==> config.mk <==
export PLATFORM = sky130hd
export DESIGN_NAME = irq_ack_ctrl
export DESIGN_NICKNAME = d
export VERILOG_FILES = /design/src/rtl/irq_ack_pkg.sv /design/src/rtl/irq_pend_flags.sv /design/src/rtl/irq_prio_pick.sv /design/src/rtl/irq_ack_ctrl.sv
export SDC_FILE = /design/constraint.sdc
export NUM_CORES = 1
export LEC_CHECK = 0
export ABC_AREA = 1
export BUFFER_PORTS_ARGS = -buffer_cell sky130_fd_sc_hd__buf_2
export CAP_MARGIN = 20
export CORE_MARGIN = 4
export CORE_UTILIZATION = 42
export DETAILED_ROUTE_END_ITERATION = 10
export PLACE_DENSITY_LB_ADDON = 0.12
export SYNTH_ARGS = -nofsm -noshare
export SYNTH_HDL_FRONTEND = slang
export SYNTH_HIERARCHICAL = 1
export SYNTH_SLANG_ARGS = --single-unit
==> constraint.sdc <==
create_clock -name clk -period 1.7 [get_ports clk]
set_clock_uncertainty 0.15 [all_clocks]
set_input_delay 0.17 -clock clk [delete_from_list [all_inputs] [get_ports clk]]
set_output_delay 0.17 -clock clk [all_outputs]
set_load 0.01 [all_outputs]
==> src/rtl/irq_ack_pkg.sv <==
package irq_ack_pkg;
  typedef enum logic [1:0] {
    SRC_NONE = 2'd0,
    SRC_SW   = 2'd1,
    SRC_NMI  = 2'd2,
    SRC_HW   = 2'd3
  } ack_src_e;

  function automatic int mask_bit_of(input int line_idx);
    if (line_idx == 0) return 0;
    if (line_idx <= 2) return 1;
    return line_idx - 1;
  endfunction
endpackage

==> src/rtl/irq_pend_flags.sv <==
module irq_pend_flags #(
  parameter int W = 4
) (
  input  logic         clk,
  input  logic         rst,
  input  logic [W-1:0] set_i,
  input  logic [W-1:0] clr_i,
  output logic [W-1:0] flag_o
);
  always_ff @(posedge clk) begin
    if (rst) flag_o <= '0;
    else     flag_o <= (flag_o & ~clr_i) | set_i;
  end
endmodule

==> src/rtl/irq_prio_pick.sv <==
module irq_prio_pick #(
  parameter int N = 6,
  localparam int IW = (N > 1) ? $clog2(N) : 1
) (
  input  logic [N-1:0]  req_i,
  output logic [N-1:0]  gnt_o,
  output logic          any_o,
  output logic [IW-1:0] idx_o
);
  logic [N:0] below;
  assign below[0] = 1'b0;

  for (genvar i = 0; i < N; i++) begin : g_chain
    assign gnt_o[i]    = req_i[i] & ~below[i];
    assign below[i+1]  = below[i] | req_i[i];
  end

  assign any_o = below[N];

  always_comb begin
    idx_o = '0;
    for (int i = 0; i < N; i++) begin
      if (gnt_o[i]) idx_o = idx_o | IW'(i);
    end
  end
endmodule

==> src/rtl/irq_ack_ctrl.sv <==
module irq_ack_ctrl
  import irq_ack_pkg::*;
#(
  parameter int NUM_IRQ   = 6,
  parameter int MASK_W    = 16,
  parameter int ADDR_W    = 16,
  parameter int NUM_W     = 5,
  parameter int MASK_ADDR = 4,
  parameter int VEC_BASE  = 0,
  parameter int TRAP_NUM  = 17,
  parameter int NMI_NUM   = 18
) (
  input  logic               clk,
  input  logic               rst,
  input  logic [NUM_IRQ-1:0] irq_req,
  input  logic               nmi_req,
  input  logic               sw_valid,
  input  logic               sw_trap,
  input  logic [NUM_W-1:0]   sw_num,
  input  logic               reg_wr_en,
  input  logic [ADDR_W-1:0]  reg_wr_addr,
  input  logic [MASK_W-1:0]  reg_wr_data,
  input  logic               mode_set,
  input  logic               mode_clr,
  output logic               ack_valid,
  output logic [NUM_W-1:0]   ack_num,
  output logic [ADDR_W-1:0]  ack_vec,
  output logic               mode_bit,
  output logic [MASK_W-1:0]  irq_mask
);
  localparam int IDX_W = (NUM_IRQ > 1) ? $clog2(NUM_IRQ) : 1;

  logic [NUM_IRQ-1:0] pend_q, line_en, elig, gnt_hw, clr_hw;
  logic               nmi_q, nmi_clr;
  logic               hw_any;
  logic [IDX_W-1:0]   hw_idx;
  ack_src_e           src;
  logic [NUM_W-1:0]   sel_num;
  logic               take, auto_set;

  irq_pend_flags #(.W(NUM_IRQ)) u_hw_flags (
    .clk(clk), .rst(rst), .set_i(irq_req), .clr_i(clr_hw), .flag_o(pend_q)
  );

  irq_pend_flags #(.W(1)) u_nmi_flag (
    .clk(clk), .rst(rst), .set_i(nmi_req), .clr_i(nmi_clr), .flag_o(nmi_q)
  );

  for (genvar i = 0; i < NUM_IRQ; i++) begin : g_line_en
    localparam int MB = mask_bit_of(i);
    assign line_en[i] = irq_mask[MB];
  end

  assign elig = pend_q & line_en & {NUM_IRQ{~mode_bit}};

  irq_prio_pick #(.N(NUM_IRQ)) u_pick (
    .req_i(elig), .gnt_o(gnt_hw), .any_o(hw_any), .idx_o(hw_idx)
  );

  always_comb begin
    src     = SRC_NONE;
    sel_num = '0;
    if (sw_valid) begin
      src     = SRC_SW;
      sel_num = sw_trap ? NUM_W'(TRAP_NUM) : sw_num;
    end else if (nmi_q) begin
      src     = SRC_NMI;
      sel_num = NUM_W'(NMI_NUM);
    end else if (hw_any) begin
      src     = SRC_HW;
      sel_num = NUM_W'(hw_idx) + NUM_W'(1);
    end
  end

  assign take     = (src != SRC_NONE);
  assign auto_set = take && !((src == SRC_SW) && sw_trap);
  assign clr_hw   = (src == SRC_HW) ? gnt_hw : '0;
  assign nmi_clr  = (src == SRC_NMI);

  always_ff @(posedge clk) begin
    if (rst) begin
      mode_bit  <= 1'b1;
      irq_mask  <= '0;
      ack_valid <= 1'b0;
      ack_num   <= '0;
      ack_vec   <= '0;
    end else begin
      if (auto_set || mode_set) mode_bit <= 1'b1;
      else if (mode_clr)        mode_bit <= 1'b0;
      if (reg_wr_en && (reg_wr_addr == ADDR_W'(MASK_ADDR)))
        irq_mask <= reg_wr_data;
      ack_valid <= take;
      if (take) begin
        ack_num <= sel_num;
        ack_vec <= ADDR_W'(VEC_BASE + 2 * int'(sel_num));
      end
    end
  end
endmodule

==> flow_summary.json, run 1 <==
{
  "worst_slack_ps": -116,
  "cp_max_fo": 3,
  "firstDrtPassIters": 4,
  "synth-compound-area-share": 0.0660,
  "clkPwrFrac": 0.385,
  "cts_htree_levels": 2,
  "synth-simple-area-share": 0.338,
  "synthCells": 294,
  "drive_above_1_share": 0.341,
  "fin_nets": 441,
  "drc_errors": 0,
  "die_area_sq_um": 5550,
  "p_int_mw": 1.15,
  "die_x_microns": 74.5,
  "post_drt_wl_per_cell_microns": 9.89,
  "rsz0062_at_grt": "yes",
  "leakage_nw": 1.39,
  "fin_area_sq_um": 2530,
  "grt_use_total": 0.166,
  "max_freq_mhz": 551,
  "worstSetupEndpointType": "register",
  "min_period_over_period": 1.07,
  "fin_crit_ps": 1820,
  "grt_pass1_wl_microns": 7170,
  "synth_seq_cells": 30,
  "setup_tns_ps": -209,
  "avgSynthCellArea_sq_um": 6.32,
  "num_rows": 23,
  "wl_microns": 4350,
  "status": "complete, but fails checks",
  "path_clk_slew_ps": 60,
  "violations": "negative setup slack",
  "clkLatencyLatePin_ps": 280,
  "setup_viol": 5,
  "area_growth_pct": 36.1,
  "grt_pass1_vias": 1708,
  "place_area_sq_um": 2300,
  "top_level_ports": 90,
  "power_density_nw_per_um2": 608,
  "vdd_ir_drop_max_v": 0.000518,
  "hold_depth": 3,
  "antenna_found_initial": 0,
  "cts_sinks": 30,
  "cts-root-buf": "clkbuf_8",
  "p_sw_mw": 0.387,
  "hp-class": "primary input to register",
  "synth-adder-area-share": 0.00674,
  "core_sq_um": 4140,
  "synth_top_area_cell": "dfxtp_1",
  "ant_nets": 0,
  "synth-xor-area-share": 0.00472,
  "yosysSeqAreaShare": 0.323,
  "p_total_mw": 1.54,
  "place_hpwl_microns": 3330,
  "synth_mux_area_frac": 0,
  "reg2regPathDepth": 10,
  "avgViaCountPerCell": 4.21,
  "antenna_cells": 0,
  "synth_area_leaders": "dfxtp_1, inv_1, nand2_1",
  "comb_power_share": 0.133,
  "cap_viol_max_count": 0,
  "fp.dieH_microns": 74.5,
  "port-buffer-count": 78,
  "synth_top_area_share": 0.323,
  "clockBufferDepth": 2,
  "overflow": 0,
  "synth_top_family_by_area": "simple AND/OR/NAND/NOR gates",
  "start_util": 0.448,
  "drtIter0Drc": 76,
  "synth_flop_cell": "dfxtp_1",
  "critPathArrivalTime_ps": 1820,
  "drv_slew": 0,
  "yosysUniqueCellTypes": 31,
  "cts_tree": "built",
  "syn_area_sq_um": 1860,
  "synth_warnings": 6,
  "fillers": 433,
  "gp_congestion": 0.928,
  "cp.required_ps": 1700,
  "whs_ps": 13.1,
  "p_sw_frac": 0.252,
  "grt_max_degree": 19,
  "final-hold-violation-count": 0,
  "via_count": 1852,
  "synth-async-reset-ratio": 0,
  "synth_edf_count": 0,
  "path_class": "register to register",
  "power_frac_seq": 0.482,
  "cp-start-kind": "register",
  "cts_made_buffers": 5
}
## synth_stat cells, types with 2 or more instances
library cell	number
o21ai_0	6
inv_1	84
nand4_1	17
nand2_1	48
or2_1	2
a21oi_1	10
dfxtp_1	30
nand2_2	10
nor2_1	43
buf_2	4
a31oi_1	3
buf_4	17
nand3_1	2
## logic make-up after synthesis
logic type | after synthesis
AOI/OAI and AO/OA | 22
xor gates and xnor gates | 1
adders and majority gates | 1
buffers and inverters | 108
DFF | 30
other | 1
and+or+nand+nor | 131
## final timing paths
kind	startpoint	end	slack [ps]
max	irq_mask[1]	ack_vec[2]	-120
min reg2reg	u_hw_flags/flag_o[3]	u_hw_flags/flag_o[3]	320
min	sw_num[2]	ack_vec[3]	10
max reg2reg	irq_mask[1]	ack_vec[2]	-120
## metal layers
layer,up-vias,wire (microns),global-route usage
met3,8,298,0.0419
met2,56,1950,0.264
met4,0,102,0.0771
met1,761,2010,0.211
met5,-,0,0
li1,1027,-,-
## layout make-up
| class | instances | area (sq um) | area share |
|---|---|---|---|
| Clock buffer | 7 | 86.3 | 0.0342 |
| Clock inverter | 1 | 5.00 | 0.00198 |
| Inverter | 85 | 319 | 0.126 |
| Multi-Input combinational cell | 166 | 865 | 0.342 |
| Sequential cell | 30 | 607 | 0.240 |
| Tap cell | 50 | 62.6 | 0.0248 |
| Timing Repair Buffer | 101 | 583 | 0.231 |
## power by group through the flow
stage          Clock [mW]  Sequential, mW  Combinational (mW)
6_report            0.593           0.741               0.204
5_1_grt             0.647           0.742               0.233
4_1_cts             0.613           0.740               0.204
3_5_place_dp            0           0.755               0.189
3_3_place_gp            0           0.755               0.187
2_1_floorplan           0           0.759               0.117
## through the flow
step                      setup slack, ps  instances  utilization
after CTS                           -12.2        439        0.600
after detailed placement            -99.6        423        0.555
after global routing                 -212        440        0.610
after global placement               -102        423        0.555
final                                -116        440        0.610
after floorplan                      24.9        304            -
## registers in the layout (all words and copies together), names as in the netlist
register / flops
ack_vec: 5
u_nmi_flag/flag_o: 1
u_hw_flags/flag_o: 6
irq_mask: 16
ack_valid: 1
mode_bit: 1
## cell usage in the layout (no fill, tap or decap), drive strengths merged, types with 2 or more instances in the layout
master,synthesis,layout
conb,1,11
buf,22,93
a21oi,11,11
o21ai,6,6
clkbuf,1,7
a31oi,3,3
inv,84,84
nor2,46,46
dfxtp,30,30
nand2,58,58
nand4,18,18
dlygate4sd3,0,8
or2,3,3
nand3,3,3
clkinv,1,2
## critical path, cell delays in order (launching register included)
cell and delay (ps):
dfxtp_2 350, nand2_2 70, nor2_4 160, inv_1 50
or2_1 250, nand2_1 70, inv_1 50, o21ai_2 80
ha_4 230, o21ai_2 150, a31oi_1 90
## timing repair
item                                   4_1_cts  5_1_grt
buffers inserted                             0        1
hold buffers                                 8        0
gates resized for setup                      8       11
pin swaps                                    2        7
endpoints found under the hold margin        7        0
setup endpoints to repair                   11       12
Power figures use the tool's default switching activity.
==> inputs of run 2 (changes only) <==
--- a/config.mk
+++ b/config.mk
@@ -11,7 +11,7 @@
 export CORE_MARGIN = 4
 export CORE_UTILIZATION = 42
 export DETAILED_ROUTE_END_ITERATION = 10
-export PLACE_DENSITY_LB_ADDON = 0.12
+export PLACE_DENSITY = 0.77
 export SYNTH_ARGS = -nofsm -noshare
 export SYNTH_HDL_FRONTEND = slang
 export SYNTH_HIERARCHICAL = 1
==> run 2 against run 1 <==
The flow still finishes with violations (negative setup slack). Via count is 1.7% higher. Die area did not move. First-iteration DRC count up 1.3%. Critical path type unchanged.
==> flow_summary.json, run 2 (synthesis gave the netlist of run 1 again) <==
{
  "fp.dieH_microns": 74.5,
  "crit_chain": "nor2_4 -> inv_1 -> or2_1 -> nand2_1 -> inv_1 -> o21ai_2 -> ha_4 -> xor2_1 -> nand2_1 -> a31oi_1",
  "hp-class": "primary input to register",
  "top_regs": "irq_mask (16), u_hw_flags/flag_o (6), ack_vec (5)",
  "min_period_over_period": 1.05,
  "num_rows": 23,
  "slowest_delay_ps": 380,
  "grt_use_total": 0.165,
  "cp.required_ps": 1760,
  "cts_tree": "built",
  "worst_slack_ps": -88.5,
  "antenna_cells": 0,
  "drv_slew": 0,
  "cpLargestDelayFamily": "simple AND/OR/NAND/NOR gates",
  "final-hold-violation-count": 0,
  "leakage_nw": 1.36,
  "setup_viol": 3,
  "cts_sinks": 30,
  "drc_errors": 0,
  "core_sq_um": 4140,
  "final_common_cell": "inv_1",
  "port-buffer-count": 78,
  "place_hpwl_microns": 3320,
  "layout_common_cells": "inv_1, buf_2, nand2_1",
  "worstSetupEndpointType": "register",
  "die_area_sq_um": 5550,
  "p_total_mw": 1.49,
  "cts-root-buf": "clkbuf_8",
  "ant_nets": 0,
  "wl_microns": 4560,
  "clkLatencyLatePin_ps": 280,
  "top_level_ports": 90,
  "cp-start-kind": "register",
  "violations": "negative setup slack",
  "grt_max_degree": 18,
  "max_freq_mhz": 559,
  "power_density_nw_per_um2": 593,
  "pre_cts_ws_ps": -99.6,
  "overflow": 0,
  "cts_made_buffers": 5,
  "top_register": "irq_mask",
  "drive_above_1_share": 0.342,
  "vdd_ir_drop_max_v": 0.000288,
  "largest_register_ffs": 16,
  "start_util": 0.448,
  "firstDrtPassIters": 4,
  "rsz0062_at_grt": "yes",
  "die_x_microns": 74.5,
  "path_clk_slew_ps": 60,
  "post_drt_wl_per_cell_microns": 10.5,
  "clockBufferDepth": 2,
  "critPathArrivalTime_ps": 1850,
  "gp_congestion": 0.845,
  "place_area_sq_um": 2260,
  "fin_nets": 435,
  "status": "complete, but fails checks",
  "cap_viol_max_count": 0,
  "grt_pass1_wl_microns": 7090,
  "antenna_found_initial": 0,
  "path_class": "register to register",
  "slowest_stage": "dfxtp_4",
  "fin_area_sq_um": 2510,
  "cts_htree_levels": 2,
  "fin_crit_ps": 1790,
  "grt_pass1_vias": 1695,
  "cp_max_fo": 6,
  "drtIter0Drc": 77,
  "via_count": 1884,
  "worst-path-buf-inv": 2,
  "avgViaCountPerCell": 4.35,
  "area_growth_pct": 35.0
}
==> run 2: cell count changes in the layout (fill, tap and decap cells not counted), moves of 2 or more <==
| cell | before | now |
|---|---|---|
| a21oi_1 | 10 | 7 |
| a21oi_2 | 1 | 4 |
| buf_4 | 15 | 10 |
| inv_2 | 3 | 1 |
| inv_4 | 0 | 2 |
| nor2_4 | 4 | 6 |
==> run 2: worst paths after layout <==
check                                     startpoint  slack [ps]                   end  cells after the start
worst min register to register  u_hw_flags/flag_o[5]         310  u_hw_flags/flag_o[5]                      2
worst min-delay path                      irq_req[0]          10  u_hw_flags/flag_o[0]                      3
worst max register to register              mode_bit         -90            ack_vec[3]                     10
worst max-delay path                        mode_bit         -90            ack_vec[3]                     10
==> run 2: metrics by stage <==
stage	setup TNS [ps]	std cells	utilization	hold WS (ps)
detailed placement	-578	418	0.546	222
global placement	-350	418	0.546	232
global route	-893	433	0.605	11.7
finish	-135	433	0.605	11.0
CTS	-27.4	432	0.589	4.27
floorplan	0	304	-	82.4
==> run 2: power by group <==
group          internal, mW  switching (mW)  total [mW]
Sequential            0.725          0.0155       0.741
Clock                 0.281           0.255       0.536
Combinational        0.0989           0.111       0.210
Total                  1.11           0.382        1.49
==> run 2: cell type report <==
cell class	count	area (sq um)
clock buffers	7	76.3
fillers	384	1640
inverters	85	324
multi-input cells	166	902
flip-flops and latches	30	607
well taps	50	62.6
repair buffers	95	536
==> run 2: layer usage <==
metal / up-vias / part of all wire / GRT usage
met5: - / 0 / 0
met1: 811 / 0.43 / 0.199
met2: 48 / 0.49 / 0.268
met3: 9 / 0.062 / 0.0622
met4: 0 / 0.017 / 0.0593
li1: 1016 / - / -
==> run 2: what timing repair did <==
item                                    CTS  global route
buffers inserted                          0             1
endpoints found under the setup margin   10            12
hold endpoints to repair                  6             0
hold buffers                              7             0
gates resized for setup                  11            18
pin swaps                                 4             4
==> run 2: tightest hold or removal path, cell delays in order <==
cell and delay, ps:
buf_2 90, inv_1 60, a21oi_1 70
